**src/rtl/trig_pkg.sv**
```systemverilog
package trig_pkg;
  typedef enum logic [2:0] {
    OP_EQ = 3'd0,
    OP_NE = 3'd1,
    OP_LT = 3'd2,
    OP_LE = 3'd3,
    OP_GT = 3'd4,
    OP_GE = 3'd5
  } cmp_op_e;

  localparam logic [1:0] FLD_CTRL = 2'd0;
  localparam logic [1:0] FLD_VAL  = 2'd1;
  localparam logic [1:0] FLD_MSK  = 2'd2;
  localparam logic [1:0] FLD_EDG  = 2'd3;

  localparam int CTL_SGN_BIT = 3;
  localparam int CTL_EN_BIT  = 4;
endpackage

```
**src/rtl/trig_cfg_regs.sv**
```systemverilog
module trig_cfg_regs
  import trig_pkg::*;
#(
  parameter int NP = 4,
  parameter int PW = 8,
  parameter int AW = 5,
  parameter int DW = 8
) (
  input  logic            clk,
  input  logic            rst_n,
  input  logic            we,
  input  logic [AW-1:0]   addr,
  input  logic [DW-1:0]   wdata,
  output logic [NP-1:0]   en_v,
  output logic [NP-1:0]   sgn_v,
  output logic [NP*3-1:0] op_v,
  output logic [NP*PW-1:0] val_v,
  output logic [NP*PW-1:0] msk_v,
  output logic [NP*PW-1:0] edg_v,
  output logic            or_mode
);
  localparam int PSEL_W = $clog2(NP);

  logic glob_wr;
  logic or_mode_d, or_mode_q;

  assign glob_wr = we && addr[AW-1];

  always_comb begin
    or_mode_d = or_mode_q;
    if (glob_wr) or_mode_d = wdata[0];
  end

  always_ff @(posedge clk or negedge rst_n) begin
    if (!rst_n) or_mode_q <= 1'b0;
    else        or_mode_q <= or_mode_d;
  end

  assign or_mode = or_mode_q;

  for (genvar p = 0; p < NP; p++) begin : g_port
    logic          sel;
    logic [1:0]    fld;
    logic          en_d, en_q, sgn_d, sgn_q;
    logic [2:0]    op_d, op_q;
    logic [PW-1:0] val_d, val_q, msk_d, msk_q, edg_d, edg_q;

    assign sel = we && !addr[AW-1] && (addr[AW-2:2] == PSEL_W'(p));
    assign fld = addr[1:0];

    always_comb begin
      en_d  = en_q;
      sgn_d = sgn_q;
      op_d  = op_q;
      val_d = val_q;
      msk_d = msk_q;
      edg_d = edg_q;
      if (sel) begin
        unique case (fld)
          FLD_CTRL: begin
            op_d  = wdata[2:0];
            sgn_d = wdata[CTL_SGN_BIT];
            en_d  = wdata[CTL_EN_BIT];
          end
          FLD_VAL: val_d = wdata[PW-1:0];
          FLD_MSK: msk_d = wdata[PW-1:0];
          FLD_EDG: edg_d = wdata[PW-1:0];
          default: ;
        endcase
      end
    end

    always_ff @(posedge clk or negedge rst_n) begin
      if (!rst_n) begin
        en_q  <= 1'b0;
        sgn_q <= 1'b0;
        op_q  <= 3'd0;
        val_q <= '0;
        msk_q <= '0;
        edg_q <= '0;
      end else begin
        en_q  <= en_d;
        sgn_q <= sgn_d;
        op_q  <= op_d;
        val_q <= val_d;
        msk_q <= msk_d;
        edg_q <= edg_d;
      end
    end

    assign en_v[p]            = en_q;
    assign sgn_v[p]           = sgn_q;
    assign op_v[3*p +: 3]     = op_q;
    assign val_v[PW*p +: PW]  = val_q;
    assign msk_v[PW*p +: PW]  = msk_q;
    assign edg_v[PW*p +: PW]  = edg_q;
  end
endmodule

```
**src/rtl/trig_port_cmp.sv**
```systemverilog
module trig_port_cmp
  import trig_pkg::*;
#(
  parameter int PW = 8
) (
  input  logic [PW-1:0] cur_i,
  input  logic [PW-1:0] prev_i,
  input  logic [PW-1:0] val_i,
  input  logic [PW-1:0] msk_i,
  input  logic [PW-1:0] edg_i,
  input  logic [2:0]    op_i,
  input  logic          sgn_i,
  output logic          hit_o
);
  logic [PW-1:0] bit_ok;
  logic          pat_eq, same, below;

  always_comb begin
    for (int i = 0; i < PW; i++) begin
      unique case ({edg_i[i], msk_i[i]})
        2'b00: bit_ok[i] = (cur_i[i] == val_i[i]);
        2'b01: bit_ok[i] = 1'b1;
        2'b10: bit_ok[i] = val_i[i] ? (cur_i[i] & ~prev_i[i]) : (~cur_i[i] & prev_i[i]);
        default: bit_ok[i] = val_i[i] ? (cur_i[i] ^ prev_i[i]) : ~(cur_i[i] ^ prev_i[i]);
      endcase
    end
  end

  assign pat_eq = &bit_ok;
  assign same   = (cur_i == val_i);
  assign below  = sgn_i ? ($signed(cur_i) < $signed(val_i)) : (cur_i < val_i);

  always_comb begin
    unique case (cmp_op_e'(op_i))
      OP_EQ:   hit_o = pat_eq;
      OP_NE:   hit_o = ~pat_eq;
      OP_LT:   hit_o = below;
      OP_LE:   hit_o = below | same;
      OP_GT:   hit_o = ~(below | same);
      OP_GE:   hit_o = ~below;
      default: hit_o = 1'b0;
    endcase
  end
endmodule

```
**src/rtl/probe_match_trigger.sv**
```systemverilog
module probe_match_trigger
  import trig_pkg::*;
#(
  parameter int NUM_PORTS = 4,
  parameter int PROBE_W   = 8,
  localparam int PSEL_W   = $clog2(NUM_PORTS),
  localparam int CFG_AW   = PSEL_W + 3,
  localparam int CFG_DW   = (PROBE_W < 5) ? 5 : PROBE_W
) (
  input  logic                         clk,
  input  logic                         rst_n,
  input  logic                         cfg_we,
  input  logic [CFG_AW-1:0]            cfg_addr,
  input  logic [CFG_DW-1:0]            cfg_wdata,
  input  logic [NUM_PORTS*PROBE_W-1:0] probe_i,
  output logic                         trig_o
);
  localparam int NP = NUM_PORTS;
  localparam int PW = PROBE_W;

  logic [1:0]      rst_sync_q;
  logic            rst_n_s;
  logic [NP-1:0]   en_v, sgn_v, hit_v;
  logic [NP*3-1:0] op_v;
  logic [NP*PW-1:0] val_v, msk_v, edg_v;
  logic [NP*PW-1:0] hist_d, hist_q;
  logic            or_mode;
  logic            and_res, or_res, trig_d, trig_q;

  always_ff @(posedge clk or negedge rst_n) begin
    if (!rst_n) rst_sync_q <= 2'b00;
    else        rst_sync_q <= {rst_sync_q[0], 1'b1};
  end
  assign rst_n_s = rst_sync_q[1];

  trig_cfg_regs #(.NP(NP), .PW(PW), .AW(CFG_AW), .DW(CFG_DW)) cfg_i (
    .clk     (clk),
    .rst_n   (rst_n_s),
    .we      (cfg_we),
    .addr    (cfg_addr),
    .wdata   (cfg_wdata),
    .en_v    (en_v),
    .sgn_v   (sgn_v),
    .op_v    (op_v),
    .val_v   (val_v),
    .msk_v   (msk_v),
    .edg_v   (edg_v),
    .or_mode (or_mode)
  );

  for (genvar p = 0; p < NP; p++) begin : g_cmp
    trig_port_cmp #(.PW(PW)) cmp_i (
      .cur_i  (probe_i[PW*p +: PW]),
      .prev_i (hist_q[PW*p +: PW]),
      .val_i  (val_v[PW*p +: PW]),
      .msk_i  (msk_v[PW*p +: PW]),
      .edg_i  (edg_v[PW*p +: PW]),
      .op_i   (op_v[3*p +: 3]),
      .sgn_i  (sgn_v[p]),
      .hit_o  (hit_v[p])
    );
  end

  assign and_res = &(hit_v | ~en_v);
  assign or_res  = |(hit_v & en_v);

  always_comb begin
    hist_d = probe_i;
    trig_d = or_mode ? or_res : and_res;
  end

  always_ff @(posedge clk or negedge rst_n_s) begin
    if (!rst_n_s) begin
      hist_q <= '0;
      trig_q <= 1'b0;
    end else begin
      hist_q <= hist_d;
      trig_q <= trig_d;
    end
  end

  assign trig_o = trig_q;
endmodule

```
**config.mk**
```make
export PLATFORM = sky130hd
export DESIGN_NAME = probe_match_trigger
export DESIGN_NICKNAME = d
export VERILOG_FILES = /design/src/rtl/trig_pkg.sv /design/src/rtl/trig_cfg_regs.sv /design/src/rtl/trig_port_cmp.sv /design/src/rtl/probe_match_trigger.sv
export SDC_FILE = /design/constraint.sdc
export NUM_CORES = 1
export LEC_CHECK = 0
export ABC_AREA = 1
export CAP_MARGIN = 20
export CORE_MARGIN = 2
export CORE_UTILIZATION = 55
export CTS_CLUSTER_SIZE = 40
export DETAILED_ROUTE_END_ITERATION = 8
export PLACE_DENSITY = 0.77
export SLEW_MARGIN = 20
export SYNTH_ARGS = -nofsm -noshare
export SYNTH_HDL_FRONTEND = slang
export SYNTH_SLANG_ARGS = --single-unit
```
**constraint.sdc**
```tcl
create_clock -name clk -period 4.67 [get_ports clk]
set_clock_uncertainty 0.2 [all_clocks]
set_input_delay 0.934 -clock clk [delete_from_list [all_inputs] [get_ports clk]]
set_output_delay 0.934 -clock clk [all_outputs]
set_load 0.03 [all_outputs]
```
==> results.md, run 1 <==
* Fin crit share at 61.4%
* Layout area overhead at 14.8%
* Synth Area per Inst at 7.48 um^2
* YS warnings at 0
* Clock root cell: clkbuf_16
* Worst Tran Pin Value at 719 ps
* Sequential cell area fraction in the yosys report at 41.1%
* GRT Util Overall at 24.2%
* CTS tree: yes
* Placer Congestion at 0.821
* Top Ports at 49
* Die Wd at 134 um
* Vias in the first global route at 7212
* Reg area at 0.00381 mm^2
* Startpoint types: input port
* Via count at 7776
* Cells taking the most area after synthesis: dfrtp_1, nand2_1, ha_1, inv_1, o21ai_0
* Chip height at 134 um
* Mapped Area at 0.00924 mm^2
* Crit Reg-Reg Endpoint: trig_o
* Cts repair resizes at 0
* Power per Cell Area at 399 mW/mm^2
* Initial Util at 55.9%
* Via density at 5.12
* H-Tree Level Count at 4
* Fillers at 1418
* Final setup TNS at 0 ps
* FMAX at 0.348 GHz
* FF-to-FF Start: cfg_i.g_port[0].val_q[7]
* CTS sink count at 152
* Crit end category: flip-flop
* Largest net degree at the start of global routing at 78
* RSZ-0062 raised after global routing: no
* Most common cell after layout, fill and taps aside: nand2_1
* Critical path class: in2reg
* Share of cells above drive strength 1 at 4.78%
* WL final at 20.0 mm
* Max Cap Violations at 0
* First-pass GRT wire length at 34.3 mm
* IO Port Bufs at 48
* Endpoints failing setup at 0
* Pwr Total at 4240 uW
* Syn Nets at 1380
* Area leader, netlist: dfrtp_1
* Min-delay worst type: reg2async
* Antenna Nets Post-Route at 0
* Cts bufs inserted at 17
* Clk buf depth at 2
* Post-CTS Setup Repair Bufs at 0
* Cell variety after synth at 26
* Status: completed
* Reg clk slew, reported paths at 60 ps
* Slew Viols, Final at 0
* Pre-antenna DRT Iters at 5
* Post-synthesis register bit count at 152
* Minimum clock period at 2870 ps
* CP arrival at 2990 ps
* Leakage power at 0.00554 uW
* Hold Slack at 26.5 ps
* Wire per inst at 13.2 um
* Initial antenna violation count at 0
* R2R setup slack at 2360 ps
* Cell row count at 47
* Layout net count at 1429
* Worst-Skew Late Latency at 440 ps
* Antenna diode count at 0
* Worst EP required at 4790 ps
* Rel. slew slack at 52.0%
* Post-synth top area share at 41.1%
* Multi-input gate area at 0.00448 mm^2
* Crit path max fanout at 4
* Initial DRC count at 539
* Die area at 0.0179 mm^2
* Worst Reg-to-Reg Cells at 15
* Post-DP HPWL at 13.8 mm
* Mapped Cells at 1236
* Core ar. at 0.0165 mm^2
* Commonest non-fill, non-tap cells in the layout: nand2_1, inv_1, dfrtp_1
* Final Hold Vio Count at 0
* Grt ovf at 0
* Hold Buf Count CTS at 0
* DR DRC count at 0
* VDD IR max at 0.265 mV
==> state kept, by name, summed over array words and instances (netlist names) <==
| register | count |
|---|---|
| cfg_i.g_port.edg_q | 32 |
| cfg_i.g_port.msk_q | 32 |
| cfg_i.g_port.val_q | 32 |
| hist_q | 32 |
| cfg_i.g_port.op_q | 12 |
| cfg_i.g_port.en_q | 4 |
| cfg_i.g_port.sgn_q | 4 |
| rst_sync_q | 2 |
| cfg_i.or_mode | 1 |
| trig_o | 1 |
==> metrics by stage <==
stage	instances	setup slack [ps]	cell area (um^2)	utilization [%]
CTS	1517	1810	10600	64.1
global route	1518	1610	10600	64.2
finish	1518	1800	10600	64.2
global placement	1485	1400	9950	60.2
detailed placement	1485	1350	9950	60.2
floorplan	1236	1950	9250	-
==> area by class of cell <==
| cell class | instances | area share, % |
|---|---|---|
| multi-input cells | 827 | 42.2 |
| flip-flops and latches | 152 | 35.9 |
| inverters | 237 | 8.38 |
| repair buffers | 50 | 4.97 |
| clock buffers | 21 | 4.43 |
| well taps | 220 | 2.59 |
| clock inverters | 11 | 1.60 |
==> how the worst max path moves through the flow <==
stage,from,endpoint,slack (ps),depth (start not counted)
after floorplan,rst_sync_q[1],cfg_i.g_port[0].edg_q[0],1950,0
after global placement,probe_i[4],trig_o,1400,14
after detailed placement,probe_i[4],trig_o,1350,14
after CTS,probe_i[4],trig_o,1810,14
after global routing,probe_i[29],trig_o,1610,14
final,probe_i[4],trig_o,1800,14
==> Yosys cell counts (all sizes together) <==
cell,instances
nand4,20
a21oi,45
nor3,8
inv,237
nand3,52
clkbuf,20
nand3b,16
dfrtp,152
a31oi,1
o21a,2
ha,96
conb,1
a21o,2
o21bai,1
nand2,350
or2,3
o21ai,169
nor2,61
==> routing by layer <==
layer | wire [um] | GRT usage (%) | up-vias
met5 | 0 | 0 | -
li1 | - | - | 4008
met4 | 342 | 8.10 | 0
met3 | 819 | 5.10 | 24
met1 | 9690 | 33.8 | 3608
met2 | 9160 | 37.9 | 136
==> power by group <==
group,internal [uW],total (uW),switching (uW)
logic,422,1030,604
registers,1530,1720,196
clock network,936,1490,556
total,2880,4240,1360
==> critical path, stage by stage <==
cell	delay, ps
clkdlybuf4s50_1	540
inv_1	60
ha_1	300
or2_0	220
nand2_1	90
nand4_2	90
nor2_2	150
nand4_1	90
nand2_1	120
nand3_1	80
nand2_1	80
nand2_1	70
o21ai_2	110
nand2_1	50
==> cell families (layout without fill, tap and decap cells) <==
family	after synthesis	count (layout)	synth area share, %
buffers and inverters	257	319	10.4
other	1	1	0.0406
AO/OA/AOI/OAI	220	220	12.1
AND/OR/NAND/NOR	510	510	23.2
adder cells (fa/ha/maj)	96	96	13.0
flip-flops	152	152	41.1
Power figures use the tool's default switching activity.
==> run 2: changes to the inputs <==
==> constraint.sdc (replaced) <==
create_clock -name clk -period 2.3 [get_ports clk]
set_clock_uncertainty 0.2 [all_clocks]
set_input_delay 0.46 -clock clk [delete_from_list [all_inputs] [get_ports clk]]
set_output_delay 0.46 -clock clk [all_outputs]
set_load 0.03 [all_outputs]
==> run 2 against run 1 <==
Compared with the run above: the flow now finishes with violations (setup timing); worst setup slack got worse by 1800 ps; register-to-register slack got worse by 2400 ps; core utilization increased by 5.1 points; global-route usage increased by 0.81 points; flip-flop and latch count unchanged; largest cell class unchanged; largest power group unchanged; highest routed layer unchanged.
==> results.md, run 2 (same netlist as run 1, synthesis figures left out) <==
* Worst Tran Pin Value at 684 ps (was 719 ps)
* CP Buf/Inv Count at 1 (was 2)
* Grt ovf at 0 (unchanged)
* GRT met3 Usage at 4.72% (was 5.10%)
* Fin crit share at 100%
* Crit path max fanout at 4 (unchanged)
* Cts bufs inserted at 17 (unchanged)
* Die Wd at 134 um (unchanged)
* Share of cells above drive strength 1 at 14.3% (was 4.78%)
* Worst EP required at 2410 ps (was 4790 ps)
* R2R setup slack at -6 ps (was 2360 ps)
* Post-DP Area at 0.0103 mm^2 (was 0.00995 mm^2)
* Pwr Total at 8830 uW (was 4240 uW)
* FF-to-FF Start: cfg_i.g_port[3].val_q[5] (was cfg_i.g_port[0].val_q[7])
* Worst Hold Depth at 1
* RSZ-0062 raised after global routing: yes (was no)
* Clk buf depth at 2 (unchanged)
* DP Worst Slack at -524 ps (was 1350 ps)
* Final Hold Vio Count at 0 (unchanged)
* GRT met2 Usage at 42.8% (was 37.9%)
* Fin area at 0.0115 mm^2 (was 0.0106 mm^2)
* Slew Viols, Final at 0 (unchanged)
* Post-DP HPWL at 14.4 mm (was 13.8 mm)
* Min-delay worst type: in2reg (was reg2async)
* Worst Reg-to-Reg Cells at 14 (was 15)
* Via density at 5.15 (was 5.12)
* Critical path class: reg2reg (was in2reg)
* Final WS setup at -6.04 ps (was 1800 ps)
* Commonest non-fill, non-tap cells in the layout: nand2_1, inv_1, dfrtp_1 (unchanged)
* Top Ports at 49 (unchanged)
* Clock root cell: clkbuf_16 (unchanged)
* Placer Congestion at 0.874 (was 0.821)
* Antenna diode count at 0 (unchanged)
* WHS Endpoint: hist_q[22]
* Status: complete, but fails checks (was completed)
* Crit end category: flip-flop (unchanged)
* CP max stage cell: dfrtp_1 (was clkdlybuf4s50_1)
* Failing checks: setup timing
* Leakage power at 0.00605 uW (was 0.00554 uW)
* Final core occ at 69.3% (was 64.2%)
* Min-delay src: probe_i[22]
* Met1 usage at 32.6% (was 33.8%)
* Startpoint types: flip-flop (was input port)
* IO Port Bufs at 48 (unchanged)
* WL final at 22.1 mm (was 20.0 mm)
* H-Tree Level Count at 4 (unchanged)
* Layout net count at 1497 (was 1429)
* Pre-antenna DRT Iters at 5 (unchanged)
* GRT Util Overall at 25.0% (was 24.2%)
* Final setup TNS at -6.04 ps (was 0 ps)
* Rel. slew slack at 54.4% (was 52.0%)
* Initial Util at 55.9% (unchanged)
* CTS tree: yes (unchanged)
* Antenna Nets Post-Route at 0 (unchanged)
* Vias in the first global route at 7664 (was 7212)
* Via count at 8166 (was 7776)
* Core ar. at 0.0165 mm^2 (unchanged)
* Die area at 0.0179 mm^2 (unchanged)
* Wire per inst at 13.9 um (was 13.2 um)
* Initial antenna violation count at 1 (was 0)
* First-pass GRT wire length at 35.7 mm (was 34.3 mm)
* GR peak layer: met2 (unchanged)
* FMAX at 0.434 GHz
* Max Cap Violations at 0 (unchanged)
* Layout area overhead at 23.9% (was 14.8%)
* CP arrival at 2420 ps (was 2990 ps)
* Reg clk slew, reported paths at 60 ps (about the same)
* Cell chain of the critical path: inv_2 > ha_1 > a21oi_1 > nor2_1 > nor2_2 > nand3_2 > nand3_2 > nand2_1 > nand2_1 > nand3_1 > nand2_1 > nand2_2 > o21ai_2 > nand2_1 (was clkdlybuf4s50_1 > inv_1 > ha_1 > or2_0 > nand2_1 > nand4_2 > nor2_2 > nand4_1 > nand2_1 > nand3_1 > nand2_1 > nand2_1 > o21ai_2 > nand2_1)
* DR DRC count at 0 (unchanged)
* Family with the most delay on the worst path: simple AND/OR/NAND/NOR gates (unchanged)
* Initial DRC count at 498 (was 539)
* CTS sink count at 152 (unchanged)
* Endpoints failing setup at 1 (was 0)
* VDD IR max at 0.557 mV (was 0.265 mV)
* Crit Reg-Reg Endpoint: trig_o (unchanged)
* Max incr delay on CP at 370 ps (was 540 ps)
* Largest net degree at the start of global routing at 121 (was 78)
* Most common cell after layout, fill and taps aside: nand2_1 (unchanged)
* Minimum clock period at 2310 ps
* Most frequent CP cell: nand2_1 (unchanged)
* Worst-Skew Late Latency at 420 ps (was 440 ps)
* Cell row count at 47 (unchanged)
* Power per Cell Area at 771 mW/mm^2 (was 399 mW/mm^2)
* Chip height at 134 um (unchanged)
-- run 2: layout make-up --
cell class	instances	area, um^2
timing repair buffer	118	1050
tap	220	275
fill	1298	5070
sequential	152	3810
clock buffer	23	488
inverter	237	890
clock inverter	8	95.1
multi-input combinational	827	4850
-- run 2: routing by layer --
layer	share of wire (%)	vias up
li1	-	4123
met1	44	3838
met2	50	173
met3	4.0	32
met4	1.6	0
met5	0	-
-- run 2: power breakdown --
part	internal (uW)	switching, uW
registers	3100	398
logic	1140	1420
clock network	1700	1080
-- run 2: how the worst max path moves through the flow --
| stage | start | to | slack (ps) | cells past startpoint |
|---|---|---|---|---|
| global placement | probe_i[4] | trig_o | -500 | 14 |
| global route | cfg_i.g_port[3].val_q[5] | trig_o | -110 | 14 |
| detailed placement | probe_i[4] | trig_o | -520 | 14 |
| finish | cfg_i.g_port[3].val_q[5] | trig_o | -6 | 14 |
| CTS | probe_i[21] | trig_o | 2 | 14 |
| floorplan | probe_i[23] | trig_o | 210 | 12 |
-- run 2: repair_timing --
| item | CTS | global route |
|---|---|---|
| resized for setup | 19 | 86 |
| endpoints found under the hold margin | 2 | 0 |
| buffers inserted | 0 | 19 |
| setup endpoints to repair | 1 | 1 |
| hold buffers | 1 | 0 |
| pin swaps | 5 | 25 |
| gates cloned | 0 | 0 |
-- run 2: stage by stage --
step           hold WS [ps]  std cells
4_1_cts                 145       1566
6_report               47.4       1585
5_1_grt                45.4       1585
3_3_place_gp            134       1534
3_5_place_dp            141       1534
2_1_floorplan         -35.6       1236
